### src/rtl/pfg_pkg.sv
package pfg_pkg;

  typedef enum logic [1:0] {
    ST_PROT    = 2'd0,
    ST_RECOVER = 2'd1,
    ST_RUN     = 2'd2,
    ST_DRAIN   = 2'd3
  } pfg_state_e;

  typedef struct packed {
    logic wrEn;
    logic rdEn;
  } pfg_strobe_t;

endpackage

### src/rtl/pfg_sync.sv
module pfg_sync #(
  parameter int STAGES = 2
) (
  input  logic clk,
  input  logic rstN,
  input  logic asyncIn,
  output logic syncOut
);
  logic [STAGES-1:0] stageQ;

  // Reset to ones: the supply is treated as failed until proven good.
  always_ff @(posedge clk or negedge rstN) begin
    if (!rstN) stageQ <= '1;
    else       stageQ <= {stageQ[STAGES-2:0], asyncIn};
  end

  assign syncOut = stageQ[STAGES-1];
endmodule

### src/rtl/pfg_ctrl.sv
module pfg_ctrl
  import pfg_pkg::*;
#(
  parameter longint CLK_HZ = 200000000,
  parameter int     WPT_US = 100,
  parameter int     CER_MS = 80
) (
  input  logic        clk,
  input  logic        rstN,
  input  logic        pfSync,
  input  logic        ceN,
  input  logic        weN,
  output pfg_strobe_t strb
);
  localparam longint WPT_RAW = (CLK_HZ * WPT_US) / 1000000;
  localparam longint CER_RAW = (CLK_HZ * CER_MS) / 1000;
  localparam longint WPT_CYC = (WPT_RAW < 1) ? 1 : WPT_RAW;
  localparam longint CER_CYC = (CER_RAW < 1) ? 1 : CER_RAW;
  localparam longint MAX_CYC = (WPT_CYC > CER_CYC) ? WPT_CYC : CER_CYC;
  localparam int     CNT_W   = $clog2(MAX_CYC + 1);

  pfg_state_e       state;
  logic [CNT_W-1:0] cnt;
  logic             drainIsWrite;
  logic             cntZero;
  logic             accessDone;

  assign cntZero    = (cnt == '0);
  assign accessDone = ceN || (drainIsWrite && weN);

  always_ff @(posedge clk or negedge rstN) begin
    if (!rstN) begin
      state        <= ST_PROT;
      cnt          <= '0;
      drainIsWrite <= 1'b0;
    end else begin
      unique case (state)
        ST_PROT: begin
          if (!pfSync) begin
            state <= ST_RECOVER;
            cnt   <= CNT_W'(CER_CYC - 1);
          end
        end
        ST_RECOVER: begin
          if (pfSync)       state <= ST_PROT;
          else if (cntZero) state <= ST_RUN;
          else              cnt   <= cnt - 1'b1;
        end
        ST_RUN: begin
          if (pfSync) begin
            if (!ceN) begin
              state        <= ST_DRAIN;
              cnt          <= CNT_W'(WPT_CYC - 1);
              drainIsWrite <= !weN;
            end else begin
              state <= ST_PROT;
            end
          end
        end
        ST_DRAIN: begin
          if (accessDone || cntZero) state <= ST_PROT;
          else                       cnt   <= cnt - 1'b1;
        end
        default: state <= ST_PROT;
      endcase
    end
  end

  always_comb begin
    strb.rdEn = (state != ST_PROT);
    strb.wrEn = (state == ST_RUN) || (state == ST_DRAIN && drainIsWrite);
  end


  recover_abort_chk: assert property (@(posedge clk) disable iff (!rstN)
    (state == ST_RECOVER && pfSync) |=> (state == ST_PROT));


  drain_bound_chk: assert property (@(posedge clk) disable iff (!rstN)
    (state == ST_DRAIN) |-> (cnt < CNT_W'(WPT_CYC)));


  idle_fail_chk: assert property (@(posedge clk) disable iff (!rstN)
    (state == ST_RUN && pfSync && ceN) |=> !strb.wrEn);


  prot_hold_chk: assert property (@(posedge clk) disable iff (!rstN)
    (state == ST_PROT && pfSync) |=> (state == ST_PROT && !strb.wrEn && !strb.rdEn));


  write_open_chk: assert property (@(posedge clk) disable iff (!rstN)
    $rose(strb.wrEn) |-> ($past(state) == ST_RECOVER && $past(cnt) == '0));
endmodule

### src/rtl/pfg_datapath.sv
module pfg_datapath
  import pfg_pkg::*;
#(
  parameter int ADDR_W = 13,
  parameter int DATA_W = 8
) (
  input  logic              clk,
  input  logic              rstN,
  input  pfg_strobe_t       strb,
  input  logic              ceN,
  input  logic              weN,
  input  logic              oeN,
  input  logic [ADDR_W-1:0] addr,
  input  logic [DATA_W-1:0] dataIn,
  output logic [DATA_W-1:0] dataOut,
  output logic              dataOe,
  output logic [ADDR_W-1:0] arrAddr,
  output logic [DATA_W-1:0] arrWdata,
  output logic              arrWe,
  input  logic [DATA_W-1:0] arrRdata
);
  logic ceNPrev;
  logic holdHiz;
  logic readMode;
  logic writeMode;

  // A cycle whose select falls while the strobe is already low keeps the
  // bus undriven until select has been seen high again.
  always_ff @(posedge clk or negedge rstN) begin
    if (!rstN) begin
      ceNPrev <= 1'b1;
      holdHiz <= 1'b0;
    end else begin
      ceNPrev <= ceN;
      if (ceN)                 holdHiz <= 1'b0;
      else if (ceNPrev && !weN) holdHiz <= 1'b1;
    end
  end

  assign writeMode = !ceN && !weN;
  assign readMode  = !ceN && weN && !oeN;

  assign arrWe    = strb.wrEn && writeMode;
  assign dataOe   = strb.rdEn && readMode && !holdHiz;
  assign dataOut  = dataOe ? arrRdata : '0;
  assign arrAddr  = addr;
  assign arrWdata = dataIn;


  late_select_hiz_chk: assert property (@(posedge clk) disable iff (!rstN)
    (ceNPrev && !ceN && !weN) ##1 (!ceN) |-> !dataOe);
endmodule

### src/rtl/pwrfail_guard.sv
module pwrfail_guard
  import pfg_pkg::*;
#(
  parameter int     ADDR_W = 13,
  parameter int     DATA_W = 8,
  parameter longint CLK_HZ = 200000000,
  parameter int     WPT_US = 100,
  parameter int     CER_MS = 80
) (
  input  logic              clk,
  input  logic              rstN,
  input  logic              pwrFail,
  input  logic              ceN,
  input  logic              weN,
  input  logic              oeN,
  input  logic [ADDR_W-1:0] addr,
  input  logic [DATA_W-1:0] dataIn,
  output logic [DATA_W-1:0] dataOut,
  output logic              dataOe,
  output logic [ADDR_W-1:0] arrAddr,
  output logic [DATA_W-1:0] arrWdata,
  output logic              arrWe,
  input  logic [DATA_W-1:0] arrRdata,
  output logic              writeOk
);
  localparam int SYNC_STAGES = 2;

  logic        pfSync;
  pfg_strobe_t strb;

  pfg_sync #(.STAGES(SYNC_STAGES)) u_sync (
    .clk(clk), .rstN(rstN), .asyncIn(pwrFail), .syncOut(pfSync)
  );

  pfg_ctrl #(.CLK_HZ(CLK_HZ), .WPT_US(WPT_US), .CER_MS(CER_MS)) u_ctrl (
    .clk(clk), .rstN(rstN), .pfSync(pfSync), .ceN(ceN), .weN(weN), .strb(strb)
  );

  pfg_datapath #(.ADDR_W(ADDR_W), .DATA_W(DATA_W)) u_dp (
    .clk(clk), .rstN(rstN), .strb(strb), .ceN(ceN), .weN(weN), .oeN(oeN),
    .addr(addr), .dataIn(dataIn), .dataOut(dataOut), .dataOe(dataOe),
    .arrAddr(arrAddr), .arrWdata(arrWdata), .arrWe(arrWe), .arrRdata(arrRdata)
  );

  assign writeOk = strb.wrEn;


  strobe_needs_ok_chk: assert property (@(posedge clk) disable iff (!rstN)
    arrWe |-> (writeOk && !ceN && !weN));
endmodule

### config.mk
export PLATFORM = sky130hd
export DESIGN_NAME = pwrfail_guard
export DESIGN_NICKNAME = d
export VERILOG_FILES = /design/src/rtl/pfg_pkg.sv /design/src/rtl/pfg_sync.sv /design/src/rtl/pfg_ctrl.sv /design/src/rtl/pfg_datapath.sv /design/src/rtl/pwrfail_guard.sv
export SDC_FILE = /design/constraint.sdc
export NUM_CORES = 1
export LEC_CHECK = 0
export CORE_UTILIZATION = 44
export CTS_BUF_LIST = sky130_fd_sc_hd__clkbuf_8
export DETAILED_ROUTE_END_ITERATION = 10
export PLACE_DENSITY = 0.77
export SYNTH_ARGS = -nofsm -noshare
export SYNTH_HDL_FRONTEND = slang
export SYNTH_HIERARCHICAL = 1
export SYNTH_SLANG_ARGS = --single-unit
export TNS_END_PERCENT = 10
### constraint.sdc
create_clock -name clk -period 3.8 [get_ports clk]
set_clock_uncertainty 0.15 [all_clocks]
set_input_delay 0.76 -clock clk [delete_from_list [all_inputs] [get_ports clk]]
set_output_delay 0.76 -clock clk [all_outputs]
set_load 0.05 [all_outputs]
==> summary.txt <==
Logic synthesis
  – Seq cells post-synth: 31
  – Synthesized Nets: 262
  – Top-area cell type share of the netlist area: 34.3%
  – Synthesized area per cell: 9.03 um2
  – Leading area contributor after synthesis: dfrtp_1
  – Largest cells by area after synthesis: dfrtp_1 34%, buf_4 8.1%, o21ai_0 5.4%
  – Register area share after synthesis: 38.2%
  – Async SR Flop Fraction: 100%
  – Post-synth EDFFs: 0
  – Yosys cell types: 48
  – Synthesized cell area: 2040 um2
  – Post-synthesis instance total: 226
  – Synth warnings: 6
  – Top_reg_cell synth: dfrtp_1

Timing
  – Setup ws final: 0.458 ns
  – Period utilisation layout: 88.0%
  – Final Max Tran Viols: 0
  – WHS: 0.214 ns
  – Final setup fails: 0
  – Crit path time final: 3.34 ns
  – Setup TNS: 0 ns
  – Worst-Margin Slew: 1.00 ns
  – RSZ-0062 raised after global routing: no
  – Slew headroom: 32.4%
  – Final hold vios: 0
  – Fmax: 299 MHz

Route
  – DR DRC count: 0
  – Final antenna-violating net count: 0
  – DRT Wirelength: 4560 um
  – Vias/cell: 6.03
  – DR iter-0 viols: 164
  – WL/cell: 16.1 um
  – DRT Pass-1 Iters: 4
  – Via count: 1707

Critical path
  – Setup CP Type: in2out
  – Critical-path top delay cell: nand4bb_1
  – CP bufs+invs: 2
  – CP delay by family, top: simple AND/OR/NAND/NOR gates
  – Critical Path End Type: primary output
  – CP peak stage delay: 0.59 ns
  – CP cell instances: clkdlybuf4s50_1, nand4bb_1, nor3b_2, buf_12
  – CP Launch Type: primary input
  – Worst path arrival time: 2.43 ns
  – Crit-path max FO: 9
  – Req. time, crit path: 2.89 ns

Global route
  – Largest net degree at the start of global routing: 32
  – Gr usage total: 20.2%
  – Initial antenna violation count: 0
  – Overflow after GRT: 0
  – Vias in the first global route: 1632
  – First-pass GRT wire length: 7830 um

Die
  – Core area: 4410 um2
  – I/O pin count: 67
  – Die Y-Extent: 70.1 um
  – Die width: 70.1 um
  – FP Rows: 24
  – Initial core utilization: 46.2%
  – Die ar.: 4910 um2

Placed design
  – Port-buffer cells: 24
  – GPL Wtd Cong: 0.858
  – DP Worst Slack: 0.467 ns
  – HPWL after detailed placement: 3200 um

Layout
  – FILL cells: 387
  – Layout cell share with drive strength beyond 1: 17.3%
  – Nets: 266
  – N_diodes: 0
  – Area Growth Syn to Fin: 15.4%

Power and ir drop
  – Peak VDD IR: 0.000186 V
  – P per Cell Area: 353 nW/um2
  – Pleak: 0.874 nW

CTS
  – Num CTS Buffers: 5
  – Deepest clock path buffer count: 2
  – Resized Gates After CTS: 0
  – H-tree levels: 2
  – Total setup buffers inserted after CTS: 0
  – Clock Latency Late Sink: 0.29 ns
  – CTS root buf: clkbuf_8
  – Hold_buf cts: 0
  – Reg clk slew, reported paths: 0.06 ns
  – CTS tree: yes
  – CTS Sinks: 31

Min path
  – Hold WC Path Type: reg2reg

Flow run
  – Max cap viols: 0

Outcome
  – Status: complete, no violations
[metrics by stage]
stage               instance area, um2  util [%]  cells  total power [mW]
floorplan                         2040         -    226             0.552
global placement                  2250      51.1    275             0.542
detailed placement                2250      51.1    275             0.549
CTS                               2350      53.3    283             0.837
global route                      2350      53.3    283             0.874
finish                            2350      53.3    283             0.831
[flip-flops by register name (all words and copies together), names as in the netlist]
signal / cells
u_sync/stageQ: 2
u_dp/ceNPrev: 1
u_dp/holdHiz: 1
u_ctrl/state: 2
u_ctrl/cnt: 24
u_ctrl/drainIsWrite: 1
[report_power, final]
| part | total, mW | internal (mW) | switching [mW] |
|---|---|---|---|
| combinational | 0.137 | 0.0628 | 0.0743 |
| clock | 0.286 | 0.162 | 0.123 |
| sequential | 0.408 | 0.367 | 0.0411 |
[cell usage in the layout (no fill, tap or decap), drive strengths merged, types with 2 or more instances in the layout]
cell	n
dfrtp	28
o21ai	22
a21oi	18
clkdlybuf4s50	15
nor2	15
buf	14
a31oi	13
nand2	13
nor3b	11
inv	8
clkbuf	7
nor3	7
or4	7
nand2b	5
nand3	4
o21a	3
a21o	3
o31ai	3
dfstp	3
nor4	3
nor4b	2
nand4	2
and3	2
o41ai	2
a41oi	2
a41o	2
or3	2
[cells in the mapped netlist (4+ instances only)]
cell type  instances
nand2b_1           5
nand3_1            4
nor3b_2            8
a21oi_1           18
or4_1              5
a31oi_1           13
buf_4             22
nor2_1            15
inv_1              6
dfrtp_1           28
o21ai_0           22
clkbuf_1           7
nor3_1             7
nand2_1           13
[metal layers]
metal / vias to the layer above / wire length [um] / part of all wire (%) / track usage [%]
met2: 51 / 2120 / 46 / 29.4
li1: 830 / - / - / -
met4: 0 / 61 / 1.3 / 10.9
met5: - / 0 / 0 / 0
met3: 7 / 276 / 6.0 / 3.32
met1: 819 / 2110 / 46 / 28.5
[path summary, 6_finish.rpt]
| path | from | end | slack (ns) | depth (start not counted) |
|---|---|---|---|---|
| worst max-delay path | ceN | dataOut[6] | 0.46 | 4 |
| worst min-delay path | u_sync/stageQ[0]$_DFF_PN1_ | u_sync/stageQ[1]$_DFF_PN1_ | 0.21 | 0 |
| worst max register to register | u_ctrl/cnt[5]$_DFFE_PN0P_ | u_ctrl/cnt[16]$_DFFE_PN0P_ | 1.04 | 6 |
| worst min register to register | u_sync/stageQ[0]$_DFF_PN1_ | u_sync/stageQ[1]$_DFF_PN1_ | 0.21 | 0 |
| max in group asynchronous | rstN | u_sync/stageQ[1]$_DFF_PN1_ | 2.46 | 2 |
| min in group asynchronous | rstN | u_ctrl/cnt[3]$_DFFE_PN0P_ | 0.71 | 2 |
[kinds of logic after synthesis]
| kind of cell | Yosys count | synth area share, % |
|---|---|---|
| compound gates | 78 | 24.5 |
| buf+inv | 39 | 12.1 |
| fa+ha+maj | 1 | 0.613 |
| flops | 31 | 38.2 |
| simple gates | 77 | 24.6 |
[worst reg2reg max path, stage by stage (launching register included)]
cell,delay [ns]
dfrtp_1,0.40
or4_4,0.59
or4_4,0.53
o21bai_4,0.46
inv_4,0.19
nand2_1,0.21
o21ai_0,0.11
[area by class of cell]
class                   count  area (um2)  share of cell area (%)
clock buffers               7        96.3                    4.09
well taps                  52        65.1                    2.76
repair buffers             29         368                    15.6
flip-flops and latches     31         779                    33.1
multi-input cells         156        1010                    43.0
inverters                   7        28.8                    1.22
clock inverters             1        3.75                   0.159
Note: power is estimated with default switching activity, not from simulation.
